**src/rtl/i2c_ar_pkg.sv**
```systemverilog
package i2c_ar_pkg;
  typedef enum logic [1:0] {
    ST_IDLE   = 2'd0,
    ST_FIRST  = 2'd1,
    ST_SECOND = 2'd2,
    ST_DATA   = 2'd3
  } ar_state_e;

  typedef struct packed {
    logic gc;     // general call byte
    logic pfx10;  // 10-bit prefix with own A9:A8
    logic hit7;   // 7-bit own address
    logic lo10;   // byte equals own A7:A0
    logic rw;     // direction bit of the byte
  } ar_match_t;
endpackage

```
**src/rtl/ar_addr_match.sv**
```systemverilog
module ar_addr_match
  import i2c_ar_pkg::*;
#(
  parameter int BYTE_W = 8,
  parameter int A7_W   = 7,
  parameter int A10_W  = 10
) (
  input  logic [BYTE_W-1:0] byte_i,
  input  logic [A7_W-1:0]   own_addr7_i,
  input  logic [A10_W-1:0]  own_addr10_i,
  output ar_match_t         match_o
);
  localparam int HI_W  = A10_W - BYTE_W;
  localparam int TAG_W = BYTE_W - 1 - HI_W;
  localparam logic [TAG_W-1:0] TAG10 = {{(TAG_W-1){1'b1}}, 1'b0};

  logic [BYTE_W-1:0] lo_eq;

  // per-bit equality against the low part of the 10-bit address
  for (genvar i = 0; i < BYTE_W; i++) begin : g_lo
    assign lo_eq[i] = byte_i[i] ~^ own_addr10_i[i];
  end

  always_comb begin
    match_o.gc    = (byte_i == '0);
    match_o.pfx10 = (byte_i[BYTE_W-1 -: TAG_W] == TAG10) &&
                    (byte_i[HI_W:1] == own_addr10_i[A10_W-1 -: HI_W]);
    match_o.hit7  = (byte_i[BYTE_W-1:1] == own_addr7_i);
    match_o.lo10  = &lo_eq;
    match_o.rw    = byte_i[0];
  end
endmodule

```
**src/rtl/ar_fsm.sv**
```systemverilog
module ar_fsm
  import i2c_ar_pkg::*;
(
  input  logic      clk_i,
  input  logic      rst_ni,
  input  logic      start_i,
  input  logic      stop_i,
  input  logic      byte_vld_i,
  input  logic      first_byte_i,
  input  ar_match_t match_i,
  input  logic      en7_i,
  input  logic      en10_i,
  input  logic      gc_en_i,
  input  logic      data_ack_en_i,
  output logic      ack_vld_o,
  output logic      ack_o,
  output logic      addressed_o,
  output logic      gen_call_o,
  output logic      rw_o,
  output logic      addr_done_o
);
  ar_state_e st_q, st_d;
  logic armed_q, armed_d;
  logic addr_q, addr_d, gc_q, gc_d, rw_q, rw_d;
  logic ackv_q, ackv_d, ack_q, ack_d, done_q, done_d;

  always_comb begin
    st_d    = st_q;
    armed_d = armed_q;
    addr_d  = addr_q;
    gc_d    = gc_q;
    rw_d    = rw_q;
    ack_d   = ack_q;
    ackv_d  = 1'b0;
    done_d  = 1'b0;
    if (stop_i) begin
      st_d    = ST_IDLE;
      armed_d = 1'b0;
      addr_d  = 1'b0;
      gc_d    = 1'b0;
    end else if (start_i) begin
      st_d   = ST_FIRST;
      addr_d = 1'b0;
      gc_d   = 1'b0;
    end else if (byte_vld_i) begin
      ackv_d = 1'b1;
      ack_d  = 1'b0;
      unique case (st_q)
        ST_FIRST: begin
          st_d    = ST_IDLE;
          armed_d = 1'b0;
          if (first_byte_i) begin
            if (match_i.gc) begin
              if (gc_en_i) begin
                ack_d  = 1'b1;
                addr_d = 1'b1;
                gc_d   = 1'b1;
                rw_d   = 1'b0;
                done_d = 1'b1;
                st_d   = ST_DATA;
              end
            end else if (match_i.pfx10 && en10_i) begin
              if (!match_i.rw) begin
                ack_d = 1'b1;
                st_d  = ST_SECOND;
              end else if (armed_q) begin
                // repeated START read after 10-bit write addressing
                ack_d   = 1'b1;
                addr_d  = 1'b1;
                rw_d    = 1'b1;
                done_d  = 1'b1;
                armed_d = 1'b1;
                st_d    = ST_DATA;
              end
            end else if (match_i.hit7 && en7_i) begin
              ack_d  = 1'b1;
              addr_d = 1'b1;
              rw_d   = match_i.rw;
              done_d = 1'b1;
              st_d   = ST_DATA;
            end
          end
        end
        ST_SECOND: begin
          st_d = ST_IDLE;
          if (!first_byte_i && match_i.lo10) begin
            ack_d   = 1'b1;
            addr_d  = 1'b1;
            rw_d    = 1'b0;
            done_d  = 1'b1;
            armed_d = 1'b1;
            st_d    = ST_DATA;
          end
        end
        ST_DATA: ack_d = data_ack_en_i;
        default: ack_d = 1'b0;
      endcase
    end
  end

  always_ff @(posedge clk_i or negedge rst_ni) begin
    if (!rst_ni) begin
      st_q    <= ST_IDLE;
      armed_q <= 1'b0;
      addr_q  <= 1'b0;
      gc_q    <= 1'b0;
      rw_q    <= 1'b0;
      ackv_q  <= 1'b0;
      ack_q   <= 1'b0;
      done_q  <= 1'b0;
    end else begin
      st_q    <= st_d;
      armed_q <= armed_d;
      addr_q  <= addr_d;
      gc_q    <= gc_d;
      rw_q    <= rw_d;
      ackv_q  <= ackv_d;
      ack_q   <= ack_d;
      done_q  <= done_d;
    end
  end

  assign ack_vld_o   = ackv_q;
  assign ack_o       = ack_q;
  assign addressed_o = addr_q;
  assign gen_call_o  = gc_q;
  assign rw_o        = rw_q;
  assign addr_done_o = done_q;

  p_vld_next_r11: assert property (@(posedge clk_i) disable iff (!rst_ni)
    (byte_vld_i && !start_i && !stop_i) |=> ack_vld_o);
  p_done_with_ack_r11: assert property (@(posedge clk_i) disable iff (!rst_ni)
    addr_done_o |-> (ack_vld_o && ack_o && addressed_o));
  p_gc_needs_en_r3: assert property (@(posedge clk_i) disable iff (!rst_ni)
    $rose(gen_call_o) |-> $past(gc_en_i));
  p_stop_clears_r10: assert property (@(posedge clk_i) disable iff (!rst_ni)
    stop_i |=> (!addressed_o && !gen_call_o));
  p_ignore_nack_r9: assert property (@(posedge clk_i) disable iff (!rst_ni)
    (st_q == ST_IDLE && byte_vld_i && !start_i && !stop_i) |=> !ack_o);
  p_prefix_no_sel_r4: assert property (@(posedge clk_i) disable iff (!rst_ni)
    (st_q == ST_FIRST && byte_vld_i && first_byte_i && !start_i && !stop_i &&
     !match_i.gc && match_i.pfx10 && !match_i.rw && en10_i) |=> (!addressed_o && ack_o));
endmodule

```
**src/rtl/i2c_addr_recog.sv**
```systemverilog
module i2c_addr_recog
  import i2c_ar_pkg::*;
#(
  parameter int BYTE_W = 8,
  parameter int A7_W   = BYTE_W - 1,
  parameter int A10_W  = 10
) (
  input  logic              clk_i,
  input  logic              rst_ni,
  input  logic              start_i,
  input  logic              stop_i,
  input  logic              byte_vld_i,
  input  logic              first_byte_i,
  input  logic [BYTE_W-1:0] byte_i,
  input  logic [A7_W-1:0]   own_addr7_i,
  input  logic [A10_W-1:0]  own_addr10_i,
  input  logic              en7_i,
  input  logic              en10_i,
  input  logic              gc_en_i,
  input  logic              data_ack_en_i,
  output logic              ack_vld_o,
  output logic              ack_o,
  output logic              addressed_o,
  output logic              gen_call_o,
  output logic              rw_o,
  output logic              addr_done_o
);
  ar_match_t match;

  ar_addr_match #(.BYTE_W(BYTE_W), .A7_W(A7_W), .A10_W(A10_W)) u_match (
    .byte_i      (byte_i),
    .own_addr7_i (own_addr7_i),
    .own_addr10_i(own_addr10_i),
    .match_o     (match)
  );

  ar_fsm u_fsm (
    .clk_i        (clk_i),
    .rst_ni       (rst_ni),
    .start_i      (start_i),
    .stop_i       (stop_i),
    .byte_vld_i   (byte_vld_i),
    .first_byte_i (first_byte_i),
    .match_i      (match),
    .en7_i        (en7_i),
    .en10_i       (en10_i),
    .gc_en_i      (gc_en_i),
    .data_ack_en_i(data_ack_en_i),
    .ack_vld_o    (ack_vld_o),
    .ack_o        (ack_o),
    .addressed_o  (addressed_o),
    .gen_call_o   (gen_call_o),
    .rw_o         (rw_o),
    .addr_done_o  (addr_done_o)
  );

  p_gc_excl_r3: assert property (@(posedge clk_i) disable iff (!rst_ni)
    gen_call_o |-> (addressed_o && !rw_o));
  p_done_pulse_r11: assert property (@(posedge clk_i) disable iff (!rst_ni)
    addr_done_o |=> !addr_done_o);
endmodule

```
**config.mk**
```make
export PLATFORM = sky130hd
export DESIGN_NAME = i2c_addr_recog
export DESIGN_NICKNAME = d
export VERILOG_FILES = /design/src/rtl/i2c_ar_pkg.sv /design/src/rtl/ar_addr_match.sv /design/src/rtl/ar_fsm.sv /design/src/rtl/i2c_addr_recog.sv
export SDC_FILE = /design/constraint.sdc
export NUM_CORES = 1
export LEC_CHECK = 0
export BUFFER_PORTS_ARGS = -buffer_cell sky130_fd_sc_hd__buf_2
export CORE_MARGIN = 4
export CORE_UTILIZATION = 40
export DETAILED_ROUTE_END_ITERATION = 6
export PLACE_DENSITY = 0.73
export SYNTH_ARGS = -nofsm -noshare
export SYNTH_HDL_FRONTEND = slang
export SYNTH_HIERARCHICAL = 1
export SYNTH_SLANG_ARGS = --single-unit
```
**constraint.sdc**
```tcl
create_clock -name clk_i -period 1.6 [get_ports clk_i]
set_clock_uncertainty 0.05 [all_clocks]
set_input_delay 0.16 -clock clk_i [delete_from_list [all_inputs] [get_ports clk_i]]
set_output_delay 0.16 -clock clk_i [all_outputs]
set_load 0.05 [all_outputs]
```
==> summary.txt <==
Logic synthesis
  – Main combinational cell family by area after synthesis: simple AND/OR/NAND/NOR gates
  – Syn_nets: 134
  – Cell area after synthesis: 825 µm²
  – Synth Instances: 95
  – Ys Warns: 6
  – Synth cell types: 32
  – Cell taking the most area after synthesis: dfrtp_1
  – Compound-Gate Fraction of Synth Area: ~18%
  – Syn Area/Cell: 8.68 µm²
  – Top post-synthesis cells by area: dfrtp_1 (27%), xnor2_1 (13%), ha_1 (6.1%)
  – Post-Synth XOR/XNOR Area: 18.1%
  – Synth Area in Adders: 6.07%
  – Simple-gate share of the synthesized area: 25.5%
  – Mux share of post-synthesis cell area: 1.37%
  – Number of synthesized register bits: 9
  – Yosys top cell area share: 27.3%
  – Post-synthesis sequential area ratio: 27.3%

Run
  – Max-Cap Viols: 0

Timing
  – Worst setup margin: -0.0588 ns
  – Max Fclk: 603 MHz
  – Slew @ Worst Pin: about 0.42 ns
  – Tmin final: around 1.7 ns
  – Final setup violation count: 2
  – RSZ-0062 raised after global routing: yes
  – Slew Limit Fails: 0
  – Tcrit/Tclk final: 104%
  – Fin. Hold Viols: 0
  – Setup TNS: -0.0874 ns
  – Relative slew slack: 72.2%

Run status
  – Failing checks: negative setup slack
  – Status: finished, violations left

Clocking
  – H-tree depth: 1
  – Worst-Skew Late Latency: approximately 0.27 ns
  – Clock buffer depth: 2
  – Root buf cell: clkbuf_4
  – Worst-path clk slew: 0.06 ns
  – CTS sink count: 9
  – TritonCTS clock tree: yes
  – Total CTS buffers: 3

Layout
  – Layout cells sized above 1: 53.1%
  – Ant. Diodes: 0
  – Layout area overhead: 71.2%
  – Fillers: 177
  – NumNets Final: 202

Critical path
  – Most used cell, CP: inv_2
  – CP cell instances: inv_2 > ha_4 > inv_2 > a2111o_1 > o211ai_1 > mux2_1
  – CP endpoint kind: flop
  – Max Fanout on Critical Path: 2
  – Critical path's largest stage delay: 0.40 ns
  – CP arrival: 1.76 ns
  – Critical path class: flop to flop
  – Slowest cell on the critical path: dfrtp_1
  – Critical Path RT: 1.70 ns
  – Startpoint Class: flop

Routing
  – DRT antenna net count: 0
  – Via-to-Cell Ratio: 5.24
  – Initial DRC count: 2
  – Routed wire length: 2750 µm
  – Drt wl/cell: approximately 15 µm
  – Detailed-route via count: 990
  – DRT Pass-1 Iters: 2
  – Number of remaining DRC errors: 0

GRT
  – GR Overflow Total: 0
  – Global-route wire length before repair: 4480 µm
  – Overall routing resource usage: a little over a fifth
  – Vias in the first global route: between 1k and 1.5k
  – Largest net degree at the start of global routing: 10
  – Initial antenna violation count: 0

Floorplanning
  – Initial Utilization: 42.0%
  – DIE HEIGHT: about 53 µm
  – I/O pin total: 41
  – Die width: 53.4 µm
  – Core area: between 1500 and 2000 µm²
  – Die area: 2850 µm²
  – Core Rows: 16

Placed design
  – HPWL Detailed: 2220 µm
  – DP Worst Slack: -0.459 ns
  – Gp weighted congestion: roughly 0.89
  – Port-buffer cells: 40

Hold path
  – Hold Crit Class: primary input to flop

Pwr
  – Max VDD drop: 0.000408 V
  – P per Cell Area: around 500 nW/µm²
  – Lkg Pwr: ~0.64 nW
[final cells by class]
class	count	area, µm²	area share (%)
inverters	6	22.5	1.60
repair buffers	64	425	30.1
flip-flops and latches	9	225	16.0
multi-input cells	79	678	48.0
clock buffers	4	26.3	1.86
well taps	27	33.8	2.39
[final timing paths]
kind                                             end  slack, ns  depth (start not counted)                       from
setup / recovery              u_fsm/rw_o$_DFFE_PN0P_      -0.06                          6  u_fsm/st_q[1]$_DFFE_PN0N_
hold / removal             u_fsm/st_q[0]$_DFFE_PN0N_       0.08                          2                     stop_i
setup reg to reg              u_fsm/rw_o$_DFFE_PN0P_      -0.06                          6  u_fsm/st_q[1]$_DFFE_PN0N_
hold reg to reg               u_fsm/rw_o$_DFFE_PN0P_       0.45                          1     u_fsm/rw_o$_DFFE_PN0P_
max in group asynchronous     u_fsm/rw_o$_DFFE_PN0P_       1.10                          2                     rst_ni
min in group asynchronous  u_fsm/st_q[0]$_DFFE_PN0N_       0.22                          2                     rst_ni
[registers in the layout (all words and copies together), names as in the netlist]
name / flops
u_fsm/st_q: 2
u_fsm/ack_o: 1
u_fsm/ack_vld_o: 1
u_fsm/addr_done_o: 1
u_fsm/addressed_o: 1
u_fsm/armed_q: 1
u_fsm/gen_call_o: 1
u_fsm/rw_o: 1
[timing repair]
item / 4_1_cts / 5_1_grt
buffers inserted: 5 / 0
hold endpoints to repair: 9 / 0
hold buffers: 1 / 0
gates resized for setup: 15 / 16
pin swaps: 6 / 11
setup endpoints to repair: 2 / 4
[cells in the final DEF, fill, tap and decap left out, types with 2 or more instances in the layout]
| cell type | netlist | layout |
|---|---|---|
| a21oi_1 | 6 | 5 |
| a31oi_1 | 3 | 3 |
| buf_2 | 0 | 35 |
| buf_4 | 1 | 21 |
| buf_6 | 0 | 6 |
| clkbuf_4 | 0 | 3 |
| dfrtp_1 | 9 | 9 |
| ha_4 | 0 | 3 |
| inv_1 | 6 | 3 |
| inv_2 | 0 | 3 |
| nand2_1 | 4 | 4 |
| nand3_1 | 2 | 2 |
| nand3b_1 | 3 | 3 |
| nand4_1 | 4 | 4 |
| nor2_1 | 6 | 5 |
| nor3_1 | 2 | 2 |
| nor3b_1 | 2 | 2 |
| o211ai_1 | 3 | 3 |
| o21ai_0 | 4 | 3 |
| or4_4 | 0 | 3 |
| xnor2_1 | 12 | 12 |
| xor2_1 | 5 | 3 |
| xor2_2 | 0 | 2 |
[per-stage QoR]
| step | std cells | power (W) | util (%) | hold slack [ns] | cell area [µm²] |
|---|---|---|---|---|---|
| 6_report | 189 | 0.000727 | 71.9 | 0.0770 | 1410 |
| 5_1_grt | 189 | 0.000763 | 71.9 | 0.0921 | 1410 |
| 4_1_cts | 190 | 0.000722 | 69.1 | 0.0710 | 1360 |
| 3_5_place_dp | 180 | 0.000513 | 61.9 | -0.0254 | 1210 |
| 3_3_place_gp | 180 | 0.000505 | 61.9 | -0.0282 | 1210 |
| 2_1_floorplan | 95 | 0.000390 | - | -0.186 | 846 |
[Yosys cell counts]
master     count
a31oi_1        3
a21o_1         1
xor2_1         5
a311oi_1       1
nor2_1         6
mux2_1         1
a21oi_1        6
and2_2         1
nand2b_1       1
nand4_1        4
and3_1         1
and4_4         1
nand3_1        2
dfrtp_1        9
inv_1          6
a2111o_1       1
nand2_1        4
nor3b_1        2
xnor2_1       12
or4_1          3
nor2b_1        2
nor3_1         2
nand4bb_1      1
a21boi_0       1
nor4_1         2
a211oi_1       1
nand3b_1       3
buf_4          1
o211ai_1       3
a221oi_2       1
o21ai_0        4
ha_1           4
[metal layers]
metal | global-route usage [%] | share of wire [%] | vias to the layer above
li1 | - | - | 482
met1 | 21.1 | 36 | 462
met2 | 42.9 | 55 | 40
met3 | 2.25 | 6.8 | 6
met4 | 11.1 | 1.6 | 0
met5 | 0 | 0 | -
[logic make-up after synthesis]
kind of cell,count (synthesis)
multiplexers,1
XOR/XNOR,17
flip-flops,9
buffers and inverters,7
adder cells (fa/ha/maj),4
AO/OA/AOI/OAI,22
AND/OR/NAND/NOR,35
[critical path: cells and delay by family, from the launching register on]
family                     cells  cell delay (ns)
muxes                          1             0.34
buffers and inverters          2             0.15
DFF                            1             0.40
AOI/OAI and AO/OA              2             0.45
adders and majority gates      1             0.16
[power by group]
group,internal (W),total [W],switching (W)
Sequential,0.000244,0.000253,0.00000934
Combinational,0.000134,0.000293,0.000159
Clock,0.0000964,0.000181,0.0000844
Note: power is estimated with default switching activity, not from simulation.
